$ cat config.mk
export PLATFORM = sky130hd
export DESIGN_NAME = periodic_route_timer
export DESIGN_NICKNAME = d
export VERILOG_FILES = /design/src/rtl/prt_pkg.sv /design/src/rtl/prt_regs.sv /design/src/rtl/prt_counter.sv /design/src/rtl/prt_router.sv /design/src/rtl/periodic_route_timer.sv
export SDC_FILE = /design/constraint.sdc
export NUM_CORES = 1
export LEC_CHECK = 0
export CAP_MARGIN = 5
export CORE_AREA = 5 5 142 76
export DETAILED_ROUTE_END_ITERATION = 10
export DIE_AREA = 0 0 147 81
export DONT_BUFFER_PORTS = 1
export PLACE_DENSITY = 0.67
export SLEW_MARGIN = 20
export SYNTH_ARGS = -nofsm -noshare
export SYNTH_HDL_FRONTEND = slang
export SYNTH_SLANG_ARGS = --single-unit
$ cat constraint.sdc
create_clock -name clk_i -period 2.1 [get_ports clk_i]
set_input_delay 0 -clock clk_i [delete_from_list [all_inputs] [get_ports clk_i]]
set_output_delay 0 -clock clk_i [all_outputs]
set_load 0.05 [all_outputs]
$ cat src/rtl/prt_pkg.sv
package prt_pkg;
  localparam logic [7:0] OFF_ROUTE = 8'h24;
  localparam logic [7:0] OFF_CTRL  = 8'h34;
  localparam logic [7:0] OFF_ACK   = 8'h38;

  localparam int CTL_TEN  = 28;
  localparam int CTL_IEN  = 29;
  localparam int CTL_FLAG = 31;
  localparam int ACK_CLR  = 31;
  localparam int ACK_RST  = 30;

  typedef enum logic [1:0] {SEL_NONE, SEL_ROUTE, SEL_CTRL, SEL_ACK} reg_sel_e;
endpackage

$ cat src/rtl/prt_regs.sv
module prt_regs
  import prt_pkg::*;
#(
  parameter int ADDR_W  = 8,
  parameter int CNT_W   = 28,
  parameter int ROUTE_W = 3
) (
  input  logic               clk_i,
  input  logic               rst_ni,
  input  logic               we_i,
  input  logic [ADDR_W-1:0]  addr_i,
  input  logic [31:0]        wdata_i,
  input  logic               flag_i,
  input  logic               run_i,
  output logic [ROUTE_W-1:0] route_o,
  output logic [CNT_W-1:0]   reload_o,
  output logic               ctrl_wr_o,
  output logic               ack_wr_o,
  output logic [31:0]        rdata_o
);
  reg_sel_e sel;

  always_comb begin
    if (addr_i == ADDR_W'(OFF_ROUTE))     sel = SEL_ROUTE;
    else if (addr_i == ADDR_W'(OFF_CTRL)) sel = SEL_CTRL;
    else if (addr_i == ADDR_W'(OFF_ACK))  sel = SEL_ACK;
    else                                  sel = SEL_NONE;
  end

  assign ctrl_wr_o = we_i && (sel == SEL_CTRL);
  assign ack_wr_o  = we_i && (sel == SEL_ACK);

  always_ff @(posedge clk_i or negedge rst_ni) begin
    if (!rst_ni) begin
      route_o  <= '0;
      reload_o <= '0;
    end else begin
      if (we_i && sel == SEL_ROUTE) route_o <= wdata_i[ROUTE_W-1:0];
      if (ctrl_wr_o)                reload_o <= wdata_i[CNT_W-1:0];
    end
  end

  always_comb begin
    rdata_o = '0;
    unique case (sel)
      SEL_ROUTE: rdata_o[ROUTE_W-1:0] = route_o;
      SEL_CTRL: begin
        rdata_o[CNT_W-1:0] = reload_o;
        rdata_o[CTL_TEN]   = run_i;
        rdata_o[CTL_IEN]   = run_i;
        rdata_o[CTL_FLAG]  = flag_i;
      end
      default: rdata_o = '0;
    endcase
  end
endmodule

$ cat src/rtl/prt_counter.sv
module prt_counter #(
  parameter int CNT_W = 28
) (
  input  logic             clk_i,
  input  logic             rst_ni,
  input  logic             tick_i,
  input  logic             start_i,
  input  logic             stop_i,
  input  logic             restart_i,
  input  logic             clr_i,
  input  logic [CNT_W-1:0] load_val_i,
  output logic             flag_o,
  output logic             run_o
);
  logic [CNT_W-1:0] cnt_q;
  logic             at_one;
  logic             expire;

  assign at_one = (cnt_q == CNT_W'(1));
  // control writes own the cycle; the tick is dropped
  assign expire = run_o && tick_i && at_one && !(start_i || stop_i);

  always_ff @(posedge clk_i or negedge rst_ni) begin
    if (!rst_ni) begin
      cnt_q  <= '0;
      run_o  <= 1'b0;
      flag_o <= 1'b0;
    end else if (stop_i) begin
      cnt_q  <= '0;
      run_o  <= 1'b0;
      flag_o <= 1'b0;
    end else if (start_i) begin
      cnt_q <= load_val_i;
      run_o <= 1'b1;
    end else begin
      if (restart_i)
        cnt_q <= load_val_i;
      else if (run_o && tick_i && cnt_q != '0)
        cnt_q <= at_one ? load_val_i : cnt_q - CNT_W'(1);
      // expiry beats a same-cycle clear
      if (expire)     flag_o <= 1'b1;
      else if (clr_i) flag_o <= 1'b0;
    end
  end
endmodule

$ cat src/rtl/prt_router.sv
module prt_router #(
  parameter int NCORES  = 4,
  parameter int SRC_W   = 12,
  parameter int SRC_BIT = 11,
  parameter int ROUTE_W = 3
) (
  input  logic                    flag_i,
  input  logic [ROUTE_W-1:0]      route_i,
  output logic [NCORES*SRC_W-1:0] irq_src_o,
  output logic [NCORES*SRC_W-1:0] fiq_src_o
);
  localparam int CORE_W = ROUTE_W - 1;

  logic             to_fiq;
  logic [CORE_W-1:0] core_sel;

  assign to_fiq   = route_i[CORE_W];
  assign core_sel = route_i[CORE_W-1:0];

  for (genvar c = 0; c < NCORES; c++) begin : g_core
    logic hit;
    assign hit = flag_i && (core_sel == CORE_W'(c));
    for (genvar b = 0; b < SRC_W; b++) begin : g_bit
      if (b == SRC_BIT) begin : g_live
        assign irq_src_o[c*SRC_W+b] = hit && !to_fiq;
        assign fiq_src_o[c*SRC_W+b] = hit && to_fiq;
      end else begin : g_zero
        assign irq_src_o[c*SRC_W+b] = 1'b0;
        assign fiq_src_o[c*SRC_W+b] = 1'b0;
      end
    end
  end
endmodule

$ cat src/rtl/periodic_route_timer.sv
module periodic_route_timer
  import prt_pkg::*;
#(
  parameter int NCORES  = 4,
  parameter int SRC_W   = 12,
  parameter int SRC_BIT = 11,
  parameter int CNT_W   = 28,
  parameter int ADDR_W  = 8
) (
  input  logic                    clk_i,
  input  logic                    rst_ni,
  input  logic                    tick_i,
  input  logic                    we_i,
  input  logic [ADDR_W-1:0]       addr_i,
  input  logic [31:0]             wdata_i,
  output logic [31:0]             rdata_o,
  output logic [NCORES*SRC_W-1:0] irq_src_o,
  output logic [NCORES*SRC_W-1:0] fiq_src_o
);
  localparam int ROUTE_W = $clog2(NCORES) + 1;

  logic [ROUTE_W-1:0] route_w;
  logic [CNT_W-1:0]   reload_w;
  logic [CNT_W-1:0]   load_val_w;
  logic               ctrl_wr_w, ack_wr_w;
  logic               flag_w, run_w;

  prt_regs #(
    .ADDR_W (ADDR_W),
    .CNT_W  (CNT_W),
    .ROUTE_W(ROUTE_W)
  ) u_regs (
    .clk_i    (clk_i),
    .rst_ni   (rst_ni),
    .we_i     (we_i),
    .addr_i   (addr_i),
    .wdata_i  (wdata_i),
    .flag_i   (flag_w),
    .run_i    (run_w),
    .route_o  (route_w),
    .reload_o (reload_w),
    .ctrl_wr_o(ctrl_wr_w),
    .ack_wr_o (ack_wr_w),
    .rdata_o  (rdata_o)
  );

  assign load_val_w = ctrl_wr_w ? wdata_i[CNT_W-1:0] : reload_w;

  prt_counter #(.CNT_W(CNT_W)) u_counter (
    .clk_i     (clk_i),
    .rst_ni    (rst_ni),
    .tick_i    (tick_i),
    .start_i   (ctrl_wr_w && wdata_i[CTL_IEN]),
    .stop_i    (ctrl_wr_w && !wdata_i[CTL_IEN]),
    .restart_i (ack_wr_w && wdata_i[ACK_RST]),
    .clr_i     (ack_wr_w && wdata_i[ACK_CLR]),
    .load_val_i(load_val_w),
    .flag_o    (flag_w),
    .run_o     (run_w)
  );

  prt_router #(
    .NCORES (NCORES),
    .SRC_W  (SRC_W),
    .SRC_BIT(SRC_BIT),
    .ROUTE_W(ROUTE_W)
  ) u_router (
    .flag_i   (flag_w),
    .route_i  (route_w),
    .irq_src_o(irq_src_o),
    .fiq_src_o(fiq_src_o)
  );
endmodule

* Yosys cells after proc, flatten, opt, wreduce, memory -nomap -nowiden
Cells that the tools add are included.
Widths: inputs -> output; s select.
** Storage, ports and cells
- Flip-flop bits (word level) :: 61
- Bits of input ports :: 44
- Output and inout port bits :: 128
- Logic and storage cells :: 68
** Cells by class
- Add/sub/neg operators :: 1
- Equal/unequal tests :: 11
- Multiplexer cells :: 18
- Reductions and logical operators :: 33
** Operators with widths (count)
- $mux 28 :: 6
- $eq 28x1->1 const B :: 1
- $reduce_bool 28->1 :: 1
- $sub 28x1->28 const B :: 1
- $mux 27 :: 1
- $eq 8x6->1 const B :: 3
- $logic_and 1x1->1 :: 23
- $eq 2x2->1 const B :: 4
- $mux 1 :: 7
- $mux 2 :: 3
- $pmux 3 s2 :: 1
- $eq 2x1->1 const B :: 2
- $reduce_bool 4->1 :: 1
- $logic_not 1->1 :: 3
- $reduce_bool 3->1 :: 1
- $logic_not 2->1 :: 1
- $ne 2x2->1 const B :: 1
- $reduce_and 2->1 :: 1
- $reduce_bool 2->1 :: 1
- $logic_or 1x1->1 :: 1

* Depth between registers and ports, before layout
- Depth in word-level cells :: 13
- Mapped depth :: 9
- Gate-level depth less buffers :: 8

* By module
A second synthesis with hierarchy kept.
** Unflattened totals
- Cells, all modules :: 502
- Area total of the unflattened synthesis :: 4927.2 um^2
** Modules (own cells, without submodules)
- prt_counter :: times used 1, cells an instance 254, area each 2143.3 um^2, seq. area each 750.7 um^2
- prt_regs :: times used 1, cells an instance 116, area each 1544.0 um^2, seq. area each 775.7 um^2
- prt_router :: times used 1, cells an instance 97, area each 760.7 um^2, seq. area each 0.0 um^2
- periodic_route_timer :: times used 1, cells an instance 35, area each 479.2 um^2, seq. area each 0.0 um^2

* Worst setup path after synthesis
No wires, ideal clock.
- Kind :: register to register
- Start :: reg u_counter.cnt_q[0]
- End :: reg u_counter.cnt_q[26]
- Setup time :: 0.073 ns
- Arrival :: 1.953 ns
- Required time :: 2.027 ns
- Slack :: 0.074 ns
- Cell stages (with the launch flop) :: 10
- Path buffers :: 1
- Period minus slack after synthesis :: 2.026 ns
- Path through :: dfrtp_1 inv_1 ha_1 or3b_1 buf_2 nor2_8 nand4_2 xor2_1 a211o_1 a21oi_2
** Between the ends
- Word-level cells in the longest chain between the ends :: 6
- Elaborated cells on any way between the ends :: 10
- Classes of those cells :: add/sub: 1; eq/ne: 1; mux: 5; reduce/logical: 3
** Ends and longest elaborated chain
- start, declared :: RTL line prt_counter.sv:15 : logic [CNT_W-1:0] cnt_q;
- start signal, assigned :: RTL line prt_counter.sv:33 : cnt_q <= load_val_i;
- start signal, assigned :: RTL line prt_counter.sv:37 : cnt_q <= load_val_i;
- start signal, assigned :: RTL line prt_counter.sv:39 : cnt_q <= at_one ? load_val_i : cnt_q - CNT_W'(1);
- $sub 28x1->28 or $eq 28x1->1 (tied branches) :: RTL line prt_counter.sv:39, prt_counter.sv:19
- $mux 28 :: RTL line prt_counter.sv:39
- $mux 28 :: RTL line prt_counter.sv:38 : else if (run_o && tick_i && cnt_q != '0)
- $mux 28 :: RTL line prt_counter.sv:36 : if (restart_i)
- $mux 28 :: RTL line prt_counter.sv:32 : end else if (start_i) begin
- $mux 28 :: RTL line prt_counter.sv:28 : end else if (stop_i) begin
Several ways; a longest one is shown, not always the timed one. The select of a mux whose other input is x is not followed.
A chain may end at the register's enable or synchronous reset.

* Worst setup path after layout
- Start :: reg u_counter.cnt_q[14]
- End :: reg u_counter.cnt_q[26]
The elaborated chain is that of the path after synthesis.

==> results.toml <==
[run_status]
outcome = "finished clean"

[synth]
muxShareOfSynthArea_pct = 2.81
synthAdderAreaFrac_pct = 0.817
syn_area_mm2 = 0.00459
yosys_warnings = 0
yosys.area_share.simple_pct = 26.7
synth-edff-count = 0
synth_area_leaders = "dfrtp_1 (33%), buf_4 (15%), nand2_1 (8.3%)"
synth_top_family_by_area = "simple AND/OR/NAND/NOR gates"
synth_top_area_cell = "dfrtp_1"
ys_ff_latch = 61
synth-xor-area-share_pct = 2.86
synth_flop_cell = "dfrtp_1"
avgSynthCellArea_um2 = 8.12
ys_seq_area_share_pct = 33.2
synth_compound_area_share_pct = 15.0
yosys.area.top_type_share_pct = 33.2
synth_cell_types = 54
async_reset_ff_share_pct = 100
synth_cells = 566

[worst_setup_path]
crit_chain = "nor4_4 -> nand4_1 -> o31a_1 -> buf_4 -> a211o_1 -> a21oi_2"
criticalPathCategory = "reg -> reg"
crit_path_start_kind = "flop"
crit_path_end_kind = "flop"
cp_top_family = "compound AO/OA/AOI/OAI gates"
path_max_fanout = 10
arrival_ns = 2.27
cp_num_buf_inv = 1
crit_path_max_incr_delay_ns = 0.42
crit_slowest_cell = "dfrtp_1"
cp.required_ns = 2.36

[cells_and_area]
stdcell_area_mm2 = 0.00564
area_growth_pct = 22.9
drive_above_1_share_pct = 18.9
final_nets = 705
final_cells = 784
final_core_util_pct = 60.7
diodes = 0

[grt]
grt-ovfl-total = 0
grt_util_all_layers_pct = 20.9
grt_max_degree = 62
grt_pass1_vias = 4197
grt_antenna_before_repair = 0
grt_pass1_wl_mm = 20.1

[timing]
setup_viol = 0
slew_viol_final = 0
post-route-min-period_ns = 2.01
fin_crit_sh_pct = 95.7
max_freq_mhz = 497
finalWorstSetupSlack_ns = 0.0895
finClkSkew_ns = 0.00282
rsz0062_at_grt = "true"
hold_viol = 0

[power]
max-vdd-ir-drop_v = 0.000515
leakagePower_nw = 2.86
p_total_mw = 5.89
powerDensity_mw_per_mm2 = 1040

[floorplan]
ioPinCount = 172
die_x_um = 147
start_util_pct = 49.4
fp.dieH_um = 81
die_area_mm2 = 0.0119
rows = 25
fp.coreArea_mm2 = 0.00929

[cts]
cts_buffer_depth = 2
numCtsBuffers = 9
cts-htree-levels = 3
clk_latency_ns = 0.33
cts_root_buf = "clkbuf_16"
tritoncts = "yes"
clk_pin_slew_ns = 0.05
clock-sinks = 61

[place]
place.gp.congestion = 0.893
port_buffers = 0
placed_cell_area_mm2 = 0.00487
placedCellCount = 730
dpl.hpwl_mm = 8.81
preCtsSetupSlack_ns = 0.0109

[routing]
ant_nets = 0
drt_wl_total_mm = 12.3
vias_per_cell = 5.24
drt_iter0_markers = 345
wl_per_cell_um = 15.7
first_pass_iters = 4
drc = 0
num_vias = 4106

[job]
maxCapViolCount = 0

[worst_hold_path]
worst_hold_path_type = "in -> reg"
cells in the mapped netlist, types with 7 or more instances:
master,count
a21oi_1,46
a22oi_1,13
and2_1,28
buf_2,9
buf_4,91
clkbuf_1,16
dfrtp_1,61
mux2_2,7
nand2_1,102
nand3_1,11
nand4_1,11
nor2_1,44
nor3_1,12
o211ai_1,13
o21ai_0,7
xnor2_1,9
what timing repair did:
item                                    4_1_cts  5_1_grt
endpoints found under the hold margin       120        0
gates resized for setup                       1       12
buffers inserted                              0        3
pin swaps                                     0        9
hold buffers                                 35        0
endpoints found under the setup margin        1       28
flip-flops by register name, indices dropped and copies added (netlist names):
signal	flops
u_regs.route_o	3
u_counter.run_o	1
u_counter.flag_o	1
u_regs.reload_o	28
u_counter.cnt_q	28
worst reg2reg max path, stage by stage (launching register included):
cell and delay, ns:
dfrtp_1 0.42, nor4_4 0.34, nand4_1 0.20, o31a_1 0.37, buf_4 0.19, a211o_1 0.31, a21oi_2 0.11
layout by cell type, fill, tap and decap left out, drive strengths merged, types with 7 or more instances in the layout:
| cell | n |
|---|---|
| clkbuf | 12 |
| nor2 | 45 |
| nand3 | 11 |
| nor3 | 13 |
| a21oi | 47 |
| mux2 | 7 |
| and2 | 28 |
| dlygate4sd3 | 34 |
| xnor2 | 9 |
| o211ai | 13 |
| nor4 | 7 |
| a22oi | 13 |
| conb | 89 |
| nand4 | 12 |
| nand2 | 102 |
| o21ai | 10 |
| buf | 80 |
| dfrtp | 61 |
cell type report:
cell class | count | area [um^2]
clock buffer | 12 | 256
clock inverter | 4 | 70.1
fill | 785 | 3650
inverter | 6 | 22.5
multi-input combinational | 466 | 2610
sequential | 61 | 1530
tap | 121 | 151
timing repair buffer | 114 | 1010
kinds of logic after synthesis:
family	Yosys count
simple gates	239
fa+ha+maj	3
xor+xnor	15
compound gates	108
mux	12
flops	61
other cells	1
buf+inv	127
path summary, 6_finish.rpt:
check | to | depth (start not counted) | from | slack, ns
worst min-delay path | u_regs.route_o[0] | 2 | we_i | 0.04
min in group asynchronous | u_regs.reload_o[7] | 2 | rst_ni | 0.20
worst max-delay path | u_counter.cnt_q[26] | 6 | u_counter.cnt_q[14] | 0.09
max in group asynchronous | u_counter.cnt_q[27] | 2 | rst_ni | 1.64
worst max register to register | u_counter.cnt_q[26] | 6 | u_counter.cnt_q[14] | 0.09
worst min register to register | u_regs.reload_o[13] | 2 | u_regs.reload_o[13] | 0.49
power by group:
part           internal, mW  leakage, nW  switching, mW  total [mW]
Sequential             1.44        0.816          0.362        1.80
Clock                  1.10        0.163          0.518        1.62
Combinational          1.07         1.89           1.40        2.47
through the flow:
| step | TNS, ns | hold WS [ns] |
|---|---|---|
| final | 0 | 0.0409 |
| after global placement | 0 | -0.293 |
| after detailed placement | 0 | -0.293 |
| after global routing | -0.121 | 0.0382 |
| after CTS | 0 | 0.0240 |
| after floorplan | 0 | -0.296 |
layer usage:
metal,up-vias,wire [um],GRT usage [%]
met5,-,0,0
met4,0,146,6.78
met3,12,898,4.35
met2,193,5860,36.3
met1,1953,5400,26.6
li1,1948,-,-
Note: power is estimated with default switching activity, not from simulation.
